`src/rtl/ecc_syn_pkg.sv`:
```
package ecc_syn_pkg;

  // Verdict encoding driven onto res_status
  typedef enum logic [1:0] {
    ST_CLEAN = 2'd0,
    ST_FIXED = 2'd1,
    ST_CODE  = 2'd2,
    ST_BAD   = 2'd3
  } ecc_status_e;

  // Number of bytes in one code word
  localparam int CODE_BYTES = 3;

endpackage

```
`src/rtl/ecc_pair_check.sv`:
```
// Tests that the upper NUSE bit pairs of one syndrome byte are complementary
// and extracts the odd (upper) bit of every pair.
module ecc_pair_check #(
  parameter  int BYTE_W = 8,
  parameter  int NUSE   = 4,
  localparam int PAIRS  = BYTE_W / 2
) (
  input  logic [BYTE_W-1:0] syn_byte,
  output logic              pairs_ok,
  output logic [PAIRS-1:0]  odd_bits
);

  logic [PAIRS-1:0] cmpl;

  for (genvar k = 0; k < PAIRS; k++) begin : g_pair
    if (k >= PAIRS - NUSE) begin : g_used
      assign cmpl[k]     = syn_byte[2*k+1] ^ syn_byte[2*k];
      assign odd_bits[k] = syn_byte[2*k+1];
    end else begin : g_skip
      logic unused_pair;
      assign unused_pair = ^syn_byte[2*k+1 -: 2];
      assign cmpl[k]     = 1'b1;
      assign odd_bits[k] = 1'b0;
    end
  end

  assign pairs_ok = &cmpl;

endmodule

```
`src/rtl/ecc_syn_classify.sv`:
```
// Combinational syndrome formation and classification.
module ecc_syn_classify
  import ecc_syn_pkg::*;
#(
  parameter  int BYTE_W = 8,
  localparam int CODE_W = CODE_BYTES * BYTE_W,
  localparam int PAIRS  = BYTE_W / 2,
  localparam int ADDR_W = 2 * PAIRS,
  localparam int BIT_W  = $clog2(BYTE_W),
  localparam int CNT_W  = $clog2(CODE_W + 1)
) (
  input  logic [CODE_W-1:0] calc_code,
  input  logic [CODE_W-1:0] read_code,
  output ecc_status_e       verdict,
  output logic [ADDR_W-1:0] loc_addr,
  output logic [BIT_W-1:0]  loc_bit
);

  logic [CODE_W-1:0]  syn_all;
  logic [BYTE_W-1:0]  syn_byte [CODE_BYTES];
  logic [PAIRS-1:0]   odd      [CODE_BYTES];
  logic [CODE_BYTES-1:0] byte_ok;
  logic [CNT_W-1:0]   ones;

  assign syn_all = calc_code ^ read_code;

  // One pair checker per code byte; the last byte carries only BIT_W pairs
  for (genvar g = 0; g < CODE_BYTES; g++) begin : g_byte
    localparam int NU = (g == CODE_BYTES - 1) ? BIT_W : PAIRS;
    assign syn_byte[g] = syn_all[CODE_W-1-g*BYTE_W -: BYTE_W];
    ecc_pair_check #(
      .BYTE_W (BYTE_W),
      .NUSE   (NU)
    ) i_pair (
      .syn_byte (syn_byte[g]),
      .pairs_ok (byte_ok[g]),
      .odd_bits (odd[g])
    );
  end

  // Population count of the full syndrome
  always_comb begin
    ones = '0;
    for (int i = 0; i < CODE_W; i++) begin
      ones = ones + CNT_W'(syn_all[i]);
    end
  end

  always_comb begin
    verdict = ST_BAD;
    if (syn_all == '0) begin
      verdict = ST_CLEAN;
    end else if (&byte_ok) begin
      verdict = ST_FIXED;
    end else if (ones == CNT_W'(1)) begin
      verdict = ST_CODE;
    end
  end

  assign loc_addr = {odd[0], odd[1]};
  assign loc_bit  = odd[CODE_BYTES-1][PAIRS-1 -: BIT_W];

  logic unused_odd;
  assign unused_odd = ^odd[CODE_BYTES-1];

endmodule

```
`src/rtl/ecc_byte_patch.sv`:
```
// Registered pass-through that inverts one bit of the addressed byte.
module ecc_byte_patch #(
  parameter int BYTE_W = 8,
  parameter int ADDR_W = 8,
  parameter int BIT_W  = 3
) (
  input  logic              clk,
  input  logic              rst,
  input  logic              fix_en,
  input  logic [ADDR_W-1:0] err_addr,
  input  logic [BIT_W-1:0]  err_bit,
  input  logic [ADDR_W-1:0] fix_addr,
  input  logic [BYTE_W-1:0] fix_byte,
  output logic [BYTE_W-1:0] fixed_byte
);

  logic [BYTE_W-1:0] flip_mask;
  logic              hit;

  for (genvar i = 0; i < BYTE_W; i++) begin : g_mask
    assign flip_mask[i] = (err_bit == BIT_W'(i));
  end

  assign hit = fix_en && (fix_addr == err_addr);

  always_ff @(posedge clk) begin
    if (rst) begin
      fixed_byte <= '0;
    end else begin
      fixed_byte <= fix_byte ^ (hit ? flip_mask : '0);
    end
  end

endmodule

```
`src/rtl/ecc_syndrome_fixer.sv`:
```
module ecc_syndrome_fixer
  import ecc_syn_pkg::*;
#(
  parameter  int BYTE_W = 8,
  localparam int CODE_W = CODE_BYTES * BYTE_W,
  localparam int ADDR_W = BYTE_W,
  localparam int BIT_W  = $clog2(BYTE_W)
) (
  input  logic              clk,
  input  logic              rst,
  input  logic              in_valid,
  input  logic [CODE_W-1:0] calc_code,
  input  logic [CODE_W-1:0] read_code,
  input  logic [ADDR_W-1:0] fix_addr,
  input  logic [BYTE_W-1:0] fix_byte,
  output logic              res_valid,
  output logic [1:0]        res_status,
  output logic [ADDR_W-1:0] err_addr,
  output logic [BIT_W-1:0]  err_bit,
  output logic              replace_code,
  output logic [BYTE_W-1:0] fixed_byte
);

  ecc_status_e       verdict;
  logic [ADDR_W-1:0] loc_addr;
  logic [BIT_W-1:0]  loc_bit;
  ecc_status_e       stat_q;

  ecc_syn_classify #(
    .BYTE_W (BYTE_W)
  ) i_classify (
    .calc_code (calc_code),
    .read_code (read_code),
    .verdict   (verdict),
    .loc_addr  (loc_addr),
    .loc_bit   (loc_bit)
  );

  always_ff @(posedge clk) begin
    if (rst) begin
      res_valid    <= 1'b0;
      stat_q       <= ST_CLEAN;
      err_addr     <= '0;
      err_bit      <= '0;
      replace_code <= 1'b0;
    end else begin
      res_valid <= in_valid;
      if (in_valid) begin
        stat_q       <= verdict;
        err_addr     <= (verdict == ST_FIXED) ? loc_addr : '0;
        err_bit      <= (verdict == ST_FIXED) ? loc_bit  : '0;
        replace_code <= (verdict == ST_CODE);
      end
    end
  end

  assign res_status = stat_q;

  ecc_byte_patch #(
    .BYTE_W (BYTE_W),
    .ADDR_W (ADDR_W),
    .BIT_W  (BIT_W)
  ) i_patch (
    .clk        (clk),
    .rst        (rst),
    .fix_en     (stat_q == ST_FIXED),
    .err_addr   (err_addr),
    .err_bit    (err_bit),
    .fix_addr   (fix_addr),
    .fix_byte   (fix_byte),
    .fixed_byte (fixed_byte)
  );

endmodule

```
`config.mk`:
```
export PLATFORM = sky130hd
export DESIGN_NAME = ecc_syndrome_fixer
export DESIGN_NICKNAME = d
export VERILOG_FILES = /design/src/rtl/ecc_syn_pkg.sv /design/src/rtl/ecc_pair_check.sv /design/src/rtl/ecc_syn_classify.sv /design/src/rtl/ecc_byte_patch.sv /design/src/rtl/ecc_syndrome_fixer.sv
export SDC_FILE = /design/constraint.sdc
export NUM_CORES = 1
export LEC_CHECK = 0
export ABC_CLOCK_PERIOD_IN_PS = 7550
export CORE_ASPECT_RATIO = 1.25
export CORE_MARGIN = 5
export CORE_UTILIZATION = 45
export CTS_BUF_LIST = sky130_fd_sc_hd__clkbuf_4
export DETAILED_ROUTE_END_ITERATION = 6
export PLACE_DENSITY = 0.83
export RECOVER_POWER = 50
export SLEW_MARGIN = 20
export SYNTH_ARGS = -nofsm -noshare
export SYNTH_HDL_FRONTEND = slang
export SYNTH_SLANG_ARGS = --single-unit
```
`constraint.sdc`:
```
create_clock -name clk -period 7.55 [get_ports clk]
set_clock_uncertainty 0.2 [all_clocks]
set_input_delay 0.755 -clock clk [delete_from_list [all_inputs] [get_ports clk]]
set_output_delay 0.755 -clock clk [all_outputs]
set_load 0.02 [all_outputs]
```
==> results.cfg <==
[final_layout]
antenna_cells = 0
nets = 416
final_cell_mix = 68 x clkdlybuf4s50_1, 35 x inv_1, 23 x nor2_1, 23 x dfxtp_1, 22 x xnor2_1
drive_gt1_frac = 0.0737
final_common_cell = clkdlybuf4s50_1
final_cells = 372
syn_to_final_growth_pct = 42.6

[worst_setup_path]
path_common_cell = fa_1
path_buf_inv = 6
crit_path_start_kind = primary input
crit_family = adder cells
cp_cell_sequence = clkdlybuf4s50_1 -> xor2_1 -> inv_1 -> ha_1 -> inv_1 -> fa_1 -> fa_1 -> fa_1 -> fa_1 -> inv_1 -> fa_1 -> inv_1 -> fa_1 -> inv_1 -> fa_1 -> or4_1 -> nor4_2 -> o31ai_1
crit_arrival_ns = 6.08
cp_slowest_cell = fa_1
worstPathMaxFanout = 2
critPathCaptureType = flip-flop
reg2regPathDepth = 4
reg2reg_to = i_patch.fixed_byte[6]$_SDFF_PP0_
cp.required_ns = 7.54
slowest_delay_ns = 0.54
r2r_start = err_addr[6]$_SDFFE_PP0P_
crit_type = primary input to flip-flop
rrSetupSlack_ns = 5.83

[routing]
drtAntennaViolNets = 0
routed_wl_mm = 5.36
wl_per_cell_um = 14.4
viasPerCell = 5.24
drt_iter0_markers = 73
vias = 1951
drc = 0
first_pass_iters = 4

[yosys]
yosysWarnings = 0
yosys.area.top_type_share = 0.205
yosys-top-cells-area = dfxtp_1 20%, fa_1 15%, ha_1 11%
synthFlopType = dfxtp_1
synthDistinctLibCells = 36
async_flop_share = 0
syn_area_sq_mm = 0.00225
ys_ff_latch = 23
synth_area_per_cell_sq_um = 10.0
syn_inst = 224
synth-edff-count = 0
syn_nets = 327
yosysTopAreaCell = dfxtp_1
ys_seq_area_frac = 0.205

[grt]
grt_pass1_wl_mm = 8.58
grt_antenna_before_repair = 0
grt_pass1_vias = 1934
grt_overflow_total = 0
grt_max_degree = 33
grt_use_total = 0.167

[placed_design]
place_inst = 368
dp_hpwl_mm = 4.83
portBuffers = 89
place.gp.congestion = 0.805

[die]
die_h_um = 89.1
core_area_sq_mm = 0.00480
io_pins = 90
die-area_sq_mm = 0.00653
die_width_um = 73.3
start_util = 0.469
rows = 28

[cts]
htreeDepth = 1
cts_resized = 0
clk_pin_slew_ns = 0.14
postCtsHoldBufs = 0
clkLatencyLatePin_ns = 0.33
cts_inserted_buffers = 3
clockRootBuffer = clkbuf_4
cts_tree = yes
cts.sinks = 23
cts_setup_buffers = 0
clock_path_buffers = 2

[sta]
min_period_ns = 6.09
tightest_slew_ns = 1.06
slew_headroom = 0.292
max_freq_ghz = 0.164
setup_viol = 0
final.setup.tns_ns = 0
grt_setup_unrepaired = no
fin_crit_sh = 0.806
hold_viol = 0
final_max_slew_viol_count = 0

[min_path]
holdPathEnd = res_status[0]$_SDFFE_PP0P_
worstHoldStart = res_status[0]$_SDFFE_PP0P_
min_path_cells = 2
hp-class = flip-flop to flip-flop

[power]
powerDensity_mw_per_mm2 = 216
p_leak_nw = 1.35
peakVddDrop_uv = 152

[flow_run]
maxCapViolCount = 0

[status]
status = finished clean
## routing by layer
layer,vias up,part of all wire,GRT usage
li1,941,-,-
met1,921,0.34,0.179
met2,80,0.56,0.329
met3,9,0.075,0.0202
met4,0,0.019,0.0604
met5,-,0,0
## worst reg2reg max path, delay by kind of cell, from the launching register on
family,cells,cell delay (ns)
xor gates and xnor gates,1,0.15
and+or+nand+nor,2,0.49
DFF,1,0.43
muxes,1,0.36
## where the power goes
part	total [mW]	internal (mW)	switching, mW
sequential	0.133	0.129	0.00405
clock	0.0592	0.0199	0.0393
combinational	0.501	0.244	0.257
total	0.693	0.393	0.300
## stage by stage
stage          power (mW)  setup WS (ns)  area [sq um]  hold WS (ns)   util
4_1_cts             0.707           1.44          3210         0.322  0.669
3_3_place_gp        0.605           1.21          3180         0.284  0.663
3_5_place_dp        0.644           1.09          3180         0.303  0.663
2_1_floorplan       0.494           1.77          2250         0.358      -
6_report            0.693           1.46          3210         0.313  0.669
5_1_grt             0.775           1.24          3210         0.341  0.669
## final cells by class
cell class              count  area, sq um
flip-flops and latches     23          460
clock inverters             1         5.00
clock buffers               3         22.5
inverters                  35          131
fillers                   391         1590
well taps                  60         75.1
multi-input cells         160         1620
repair buffers             90          898
## cell families (layout without fill, tap and decap cells)
group	count (synthesis)	after routing	share of synthesized area
simple gates	70	70	0.200
buf+inv	41	129	0.0773
fa+ha+maj	36	36	0.257
xor+xnor	29	29	0.140
flops	23	23	0.205
compound gates	17	17	0.0817
mux	8	8	0.0400
## sequential cells by signal (all words and copies together) (netlist names)
signal and count:
i_patch.fixed_byte 8, res_valid 1, res_status 2, err_addr 8
err_bit 3, replace_code 1
## worst max-delay path by stage
stage / from / end / slack, ns / cells after the start
finish: calc_code[1] / res_status[0]$_SDFFE_PP0P_ / 1.46 / 18
global route: read_code[1] / replace_code$_SDFFE_PP0P_ / 1.24 / 18
CTS: calc_code[1] / res_status[0]$_SDFFE_PP0P_ / 1.44 / 18
detailed placement: calc_code[1] / res_status[0]$_SDFFE_PP0P_ / 1.09 / 18
global placement: calc_code[1] / res_status[0]$_SDFFE_PP0P_ / 1.21 / 18
floorplan: read_code[1] / res_status[0]$_SDFFE_PP0P_ / 1.77 / 17
## Yosys cell counts, drive strengths merged, types with 4 or more instances
library cell and instances:
nand4b 4, nor2 23, fa 17, inv 35, a32o 12, or2b 4
clkbuf 4, nor4 10, and2b 7, nand4 10, dfxtp 23, xnor2 27
ha 19, nor2b 5, mux2 8
No activity file was read; power rests on OpenSTA's default activity.
